`src/rtl/resamp_nco_pkg.sv`:
```
package resamp_nco_pkg;
  localparam int unsigned ACC_W = 32;
  localparam int unsigned PH_W  = 5;
  typedef logic [ACC_W-1:0] phase_t;
  typedef logic [PH_W-1:0]  tap_t;
endpackage

```
`src/rtl/resamp_ser_corr.sv`:
```
module resamp_ser_corr #(
  parameter int unsigned W = 32
) (
  input  logic         clk,
  input  logic         rst_n,
  input  logic         ser_bit,
  input  logic         ser_sync,
  output logic [W-1:0] corr_word
);
  logic [W-1:0] hold_q;
  logic [W-1:0] corr_q;

  always_ff @(posedge clk) begin
    if (!rst_n) begin
      hold_q <= '0;
      corr_q <= '0;
    end else if (ser_sync) begin
      corr_q <= hold_q;
    end else begin
      hold_q <= {hold_q[W-2:0], ser_bit};
    end
  end

  assign corr_word = corr_q;

  a_r5_shift_in: assert property (@(posedge clk) disable iff (!rst_n)
    !ser_sync |=> hold_q[0] == $past(ser_bit));
  a_r6_load: assert property (@(posedge clk) disable iff (!rst_n)
    ser_sync |=> corr_q == $past(hold_q));
  a_r6_hold_word: assert property (@(posedge clk) disable iff (!rst_n)
    !ser_sync |=> $stable(corr_q));
endmodule

```
`src/rtl/resamp_phase_acc.sv`:
```
module resamp_phase_acc #(
  parameter int unsigned W    = 32,
  parameter int unsigned TAPW = 5
) (
  input  logic            clk,
  input  logic            rst_n,
  input  logic            adv,
  input  logic [W-1:0]    step,
  output logic            wrap,
  output logic [TAPW-1:0] wrap_tap
);
  logic [W-1:0] acc_q;
  logic [W:0]   sum;

  assign sum      = {1'b0, acc_q} + {1'b0, step};
  assign wrap     = adv & sum[W];
  assign wrap_tap = sum[W-1 -: TAPW];

  always_ff @(posedge clk) begin
    if (!rst_n) acc_q <= '0;
    else if (adv) acc_q <= sum[W-1:0];
  end

  a_r7_idle_hold: assert property (@(posedge clk) disable iff (!rst_n)
    !adv |=> $stable(acc_q));
  a_r2_wraps_only_on_adv: assert property (@(posedge clk) disable iff (!rst_n)
    wrap |-> adv);
endmodule

```
`src/rtl/resamp_stb_out.sv`:
```
module resamp_stb_out #(
  parameter int unsigned TAPW = 5
) (
  input  logic            clk,
  input  logic            rst_n,
  input  logic            wrap,
  input  logic [TAPW-1:0] wrap_tap,
  input  logic            stb_ready,
  output logic            stb_valid,
  output logic [TAPW-1:0] stb_phase,
  output logic            room
);
  logic            v_q;
  logic [TAPW-1:0] ph_q;

  assign room = !v_q || stb_ready;

  always_ff @(posedge clk) begin
    if (!rst_n) begin
      v_q  <= 1'b0;
      ph_q <= '0;
    end else if (wrap) begin
      v_q  <= 1'b1;
      ph_q <= wrap_tap;
    end else if (stb_ready) begin
      v_q  <= 1'b0;
    end
  end

  assign stb_valid = v_q;
  assign stb_phase = ph_q;

  a_r8_hold_beat: assert property (@(posedge clk) disable iff (!rst_n)
    v_q && !stb_ready |=> v_q && $stable(ph_q));
  a_r8_no_overwrite: assert property (@(posedge clk) disable iff (!rst_n)
    v_q && !stb_ready |-> !wrap);
endmodule

```
`src/rtl/resamp_phase_nco.sv`:
```
module resamp_phase_nco
  import resamp_nco_pkg::*;
(
  input  logic        clk,
  input  logic        rst_n,
  input  logic [31:0] rate_center,
  input  logic        corr_en,
  input  logic        ser_bit,
  input  logic        ser_sync,
  input  logic        smp_valid,
  output logic        smp_ready,
  output logic        stb_valid,
  input  logic        stb_ready,
  output logic [4:0]  stb_phase
);
  phase_t corr_word;
  phase_t step;
  logic   adv;
  logic   wrap;
  tap_t   wrap_tap;
  logic   room;

  resamp_ser_corr #(.W(ACC_W)) u_corr (
    .clk(clk), .rst_n(rst_n), .ser_bit(ser_bit), .ser_sync(ser_sync),
    .corr_word(corr_word)
  );

  assign step = rate_center + (corr_en ? corr_word : '0);
  assign adv  = smp_valid & room;

  resamp_phase_acc #(.W(ACC_W), .TAPW(PH_W)) u_acc (
    .clk(clk), .rst_n(rst_n), .adv(adv), .step(step),
    .wrap(wrap), .wrap_tap(wrap_tap)
  );

  resamp_stb_out #(.TAPW(PH_W)) u_out (
    .clk(clk), .rst_n(rst_n), .wrap(wrap), .wrap_tap(wrap_tap),
    .stb_ready(stb_ready), .stb_valid(stb_valid), .stb_phase(stb_phase),
    .room(room)
  );

  assign smp_ready = room;

  a_r8_stall: assert property (@(posedge clk) disable iff (!rst_n)
    stb_valid && !stb_ready |-> !smp_ready);
  a_r7_no_new_beat: assert property (@(posedge clk) disable iff (!rst_n)
    !smp_valid && stb_ready |=> !stb_valid);
endmodule

```
`config.mk`:
```
export PLATFORM = sky130hd
export DESIGN_NAME = resamp_phase_nco
export DESIGN_NICKNAME = d
export VERILOG_FILES = /design/src/rtl/resamp_nco_pkg.sv /design/src/rtl/resamp_ser_corr.sv /design/src/rtl/resamp_phase_acc.sv /design/src/rtl/resamp_stb_out.sv /design/src/rtl/resamp_phase_nco.sv
export SDC_FILE = /design/constraint.sdc
export NUM_CORES = 1
export LEC_CHECK = 0
export CAP_MARGIN = 30
export CORE_MARGIN = 4
export CORE_UTILIZATION = 60
export CTS_CLUSTER_DIAMETER = 120
export CTS_CLUSTER_SIZE = 16
export DETAILED_ROUTE_END_ITERATION = 7
export PLACE_DENSITY = 0.87
export SETUP_SLACK_MARGIN = 0.3
export SLEW_MARGIN = 20
export SYNTH_ARGS = -nofsm -noshare
export SYNTH_HDL_FRONTEND = slang
export SYNTH_HIERARCHICAL = 1
export SYNTH_SLANG_ARGS = --single-unit
```
`constraint.sdc`:
```
create_clock -name clk -period 5.6 [get_ports clk]
set_clock_uncertainty 0.1 [all_clocks]
set_input_delay 0.84 -clock clk [delete_from_list [all_inputs] [get_ports clk]]
set_output_delay 0.84 -clock clk [all_outputs]
set_load 0.05 [all_outputs]
```
**After elaboration in Yosys (flattened, before gate mapping)**

Index checks and enable logic that the tools add are counted.

- Bits in registers: 102
- Bits of input ports: 39
- Output and inout bits: 7
- Word-level logic and storage cells: 15

- Add/sub/neg operators: 2
- Muxes and demuxes: 3
- Bitwise operators: 2
- Reduce and logical (&&, ||, !) cells: 3

Operator list:

| cell | number |
|---|---|
| adder 32 x 32 -> 33 bit | 1 |
| adder 32 bit | 1 |
| 2-to-1 mux 32 bit | 1 |
| AND 1 bit | 2 |
| 2-to-1 mux 1 bit | 2 |
| nonzero test 2 bit | 1 |
| logical NOT 1 bit | 1 |
| logical OR 1 bit | 1 |

**Longest topological paths before layout**

- Depth after elaboration: 5
- Mapped depth: 22
- Gate-level depth less buffers: 20

**Cells and area by module**

Netlist, hierarchy kept.

By module, submodules not included:

| module | times used | cells an instance | area each (um^2) | sequential area each (um^2) |
|---|---|---|---|---|
| resamp_phase_acc | 1 | 381 | 2962.8 | 640.6 |
| resamp_ser_corr | 1 | 241 | 2368.5 | 1281.2 |
| resamp_phase_nco | 1 | 284 | 2000.7 | 0.0 |
| resamp_stb_out | 1 | 20 | 230.2 | 120.1 |

**Worst setup path before layout**

Ideal clock, no wire load.

- Path type: in2reg
- Start: in corr_en
- End: reg u_out.ph_q[1] (netlist: u_out/stb_phase[1])
- Setup time: 0.117 ns
- Data arrival time: 4.565 ns
- Required time: 5.383 ns
- Slack: 0.817 ns
- Stages on the path: 21
- Path buffers: 2
- Cell sequence: clkbuf_1 and2_1 fa_1 a211o_1 a21oi_2 o21ai_2 o2111ai_4 o21ai_1 a21oi_1 xnor2_1 ha_1 nand2_1 o21a_1 o21ai_0 a21o_1 a41o_1 a211o_1 and2_1 buf_4 mux2i_1 nor2b_1

- Elaborated cells between the ends (all ways): 4
- Classes of those cells: 2 x add/sub; 1 x mux; 1 x bitwise

RTL lines:

| element | RTL line | RTL |
|---|---|---|
| start, declared | resamp_phase_nco.sv:7 | `input logic corr_en,` |
| 2-to-1 mux 32 bit | resamp_phase_nco.sv:28 | `assign step = rate_center + (corr_en ? corr_word : '0);` |
| adder 32 bit | resamp_phase_nco.sv:28 |  |
| via step[18] | resamp_phase_nco.sv:17 | `phase_t step;` |
| adder 32 x 32 -> 33 bit | resamp_phase_acc.sv:15 | `assign sum = {1'b0, acc_q} + {1'b0, step};` |
| via u_acc.sum[28] | resamp_phase_acc.sv:13 | `logic [W:0] sum;` |
| end signal, assigned | resamp_stb_out.sv:24 | `ph_q <= wrap_tap;` |
| end, declared | resamp_stb_out.sv:14 | `logic [TAPW-1:0] ph_q;` |

The timed path passes the listed nets, and every way through them passes these cells.
A chain may end at the register's enable or synchronous reset.

**Worst setup path after layout**

- Start: in rate_center[0]
- End: reg u_acc.acc_q[25]

- Cells in the longest elaborated chain, start to end: 2

RTL lines:

| element | RTL line | RTL |
|---|---|---|
| start, declared | resamp_phase_nco.sv:6 | `input logic [31:0] rate_center,` |
| adder 32 bit | resamp_phase_nco.sv:28 |  |
| via step[10] | resamp_phase_nco.sv:17 |  |
| adder 32 x 32 -> 33 bit | resamp_phase_acc.sv:15 |  |
| end signal, assigned | resamp_phase_acc.sv:21 | `else if (adv) acc_q <= sum[W-1:0];` |
| end, declared | resamp_phase_acc.sv:12 | `logic [W-1:0] acc_q;` |

The timed path passes the listed nets, and every way through them passes these cells.

==> impl_metrics.yaml <==
status:
  status: "completed"
place:
  gp_congestion: 0.9419
  pre_cts_slack_ns: 0.1031
  port_buffers: 45
  dpl_cell_area_mm2: 0.008129
  placed_cells: 1111
  hpwl_um: 12910
critical_path:
  worstPathMaxFanout: 6
  r2r_setup_slack_ns: 1.15
  crit_chain: "clkdlybuf4s50_1 > ha_1 > fa_1 > a211o_1 > a21oi_2 > buf_4 > o21a_1 > o21a_1 > xnor2_1 > ha_1 > and2_1 > nand3_1 > or4_4 > a211oi_4 > o21ai_2 > or4_1 > nand3_1"
  reg2reg_from: "u_corr/corr_word[0]"
  arrival_ns: 5.19
  cp-startpoint: "rate_center[0]"
  slowest_delay_ns: 0.49
  end_kind: "flip-flop"
  worstSetupStartpointType: "primary input"
  required_ns: 5.79
  critPathKind: "in -> reg"
  cp_slowest_cell: "or4_1"
timing:
  hold_violations: 0
  tns_ns: 0
  post-route-period-util_pct: 89.23
  report.final.setup_viol: 0
  tightest_slew_ns: 0.9991
  timing.final.crit_period_ns: 4.997
  setup_ws_ns: 0.6032
  rsz0062_at_grt: "false"
  max-slew-margin-rel_pct: 33.26
  drv_slew: 0
  max_freq_mhz: 200.1
route:
  drt-total-wl_um: 17530
  dr.first_iter.drc_count: 581
  dr_total_vias: 6724
  wl_per_cell_um: 15.53
  vias_per_cell: 5.956
  dr.pass1.iters: 6
  drc: 0
  ant_nets: 0
cts:
  cts-root-buf: "clkbuf_16"
  clk_path_buf_depth: 2
  cts_tree: "yes"
  clock_latency_ns: 0.35
  cts.sinks: 102
  htreeDepth: 3
  numCtsBuffers: 9
  path_clk_slew_ns: 0.08
grt:
  grt.total_usage_pct: 24.33
  grt_max_degree: 97
  grt_pass1_vias: 6352
  grt_remaining_overflow: 0
  grt_pass1_wl_um: 29150
  antenna_found_initial: 0
cells_and_area:
  final_area_mm2: 0.008454
  drive_gt1_share_pct: 6.556
  n_antenna_cell: 0
  nets: 1060
  synthToLayoutAreaGrowth_pct: 11.80
  layout_common_cells: "dfxtp_1, nand2_1, a21oi_1, nand2b_1, ha_1"
  layout_commonest_cell: "dfxtp_1"
  stdcell_count: 1129
  fillerInstances: 996
min_path:
  min_path_type: "reg -> reg"
  hp-start: "u_corr/corr_word[22]"
synthesis:
  ys_types: 68
  synth_area_leaders: "dfxtp_1, ha_1, a21boi_1"
  synth_edf_count: 0
  ys_ff_latch: 102
  syn_nets: 1030
  ys_seq_area_share_pct: 27.00
  synth_area_per_cell_um2: 8.167
  synth_ff_type: "dfxtp_1"
  ys_warn_count: 6
  netlist_instances: 926
  synthArstFlopShare_pct: 0
  synth.top_cell.area_share_pct: 27.00
  syn_area_mm2: 0.007562
  synth_largest_area_cell: "dfxtp_1"
pwr:
  totalPowerFinal_mw: 2.124
  leakage_nw: 3.352
  peakVddDrop_mv: 0.1731
  p_per_area_mw_per_mm2: 251.2
floorplan:
  die_height_um: 120.3
  start_util_pct: 62.18
  rows: 40
  core_mm2: 0.01216
  io_pins: 46
  die_x_um: 120.3
  dieArea_mm2: 0.01446
job:
  max-cap-violations: 0
[metal layers]
metal / vias to the layer above / track usage (%) / wire length (µm)
met1: 3093 / 33.09 / 8274
met5: - / 0 / 0
li1: 3372 / - / -
met2: 222 / 39.23 / 7922
met3: 37 / 3.789 / 929
met4: 0 / 8.782 / 404
[kinds of logic (layout without fill, tap and decap cells)]
kind of cell | after synthesis | in the layout | synth area share [%]
buf+inv | 54 | 89 | 3.375
fa+ha+maj | 65 | 65 | 10.95
mux | 19 | 19 | 2.531
simple gates | 339 | 339 | 23.66
xor+xnor | 52 | 52 | 6.023
compound gates | 295 | 295 | 26.46
flops | 102 | 102 | 27.00
[sequential cells by signal (all words and copies together), names as in the netlist]
signal            flops
u_acc/acc_q          32
u_corr/corr_word     32
u_corr/hold_q        32
u_out/stb_phase       5
u_out/stb_valid       1
[metrics by stage]
stage / hold slack [ns] / utilization (%)
2_1_floorplan: 0.3291 / -
3_3_place_gp: 0.3410 / 66.82
3_5_place_dp: 0.3548 / 66.84
4_1_cts: 0.3684 / 69.19
5_1_grt: 0.3856 / 69.52
6_report: 0.3666 / 69.52
[final timing paths]
check | end | depth (start not counted)
setup / recovery | u_acc/acc_q[25] | 17
hold / removal | u_corr/corr_word[22] | 2
setup reg to reg | u_acc/acc_q[25] | 17
hold reg to reg | u_corr/corr_word[22] | 2
[power by group]
group	leakage (nW)	total (mW)	internal, mW	switching [mW]
Sequential	0.829	0.803	0.774	0.0289
Combinational	2.39	0.710	0.308	0.403
Clock	0.130	0.611	0.319	0.292
[layout make-up]
| type | instances | area (µm²) | share of cell area, % |
|---|---|---|---|
| clock inverters | 5 | 42.54 | 0.5032 |
| well taps | 168 | 210.2 | 2.486 |
| inverters | 7 | 26.28 | 0.3108 |
| multi-input cells | 770 | 5288 | 62.54 |
| clock buffers | 11 | 242.7 | 2.871 |
| flip-flops and latches | 102 | 2042 | 24.15 |
| repair buffers | 66 | 603.1 | 7.133 |
[cells in the mapped netlist (6+ instances only)]
| cell type | instances |
|---|---|
| buf_4 | 8 |
| clkbuf_1 | 29 |
| a21boi_0 | 10 |
| a21boi_1 | 61 |
| a211oi_1 | 7 |
| a21o_1 | 20 |
| nand4_1 | 8 |
| xor2_1 | 21 |
| nand2_1 | 90 |
| nand2b_1 | 70 |
| o21ai_0 | 43 |
| nand3_1 | 19 |
| xnor2_1 | 31 |
| nand3b_1 | 8 |
| buf_2 | 6 |
| a21oi_1 | 74 |
| dfxtp_1 | 102 |
| inv_1 | 7 |
| o211ai_1 | 14 |
| and2_1 | 39 |
| ha_1 | 63 |
| nor2_1 | 44 |
| nor2b_1 | 25 |
| mux2i_1 | 18 |
| a31oi_1 | 10 |
| and3_1 | 8 |
| nor3_1 | 8 |
| o21a_1 | 10 |
[what timing repair did]
action | 4_1_cts | 5_1_grt
gates resized for setup | 0 | 7
hold buffers | 0 | 0
endpoints found under the hold margin | 0 | 0
setup endpoints to repair | 0 | 10
buffers inserted | 0 | 2
[worst max-delay path, delay by kind of cell]
| family | cells | cell delay [ns] |
|---|---|---|
| buf+inv | 2 | 0.61 |
| fa+ha+maj | 3 | 1.03 |
| simple gates | 5 | 1.34 |
| compound gates | 6 | 1.25 |
| xor+xnor | 1 | 0.12 |
No activity file was read; power rests on OpenSTA's default activity.
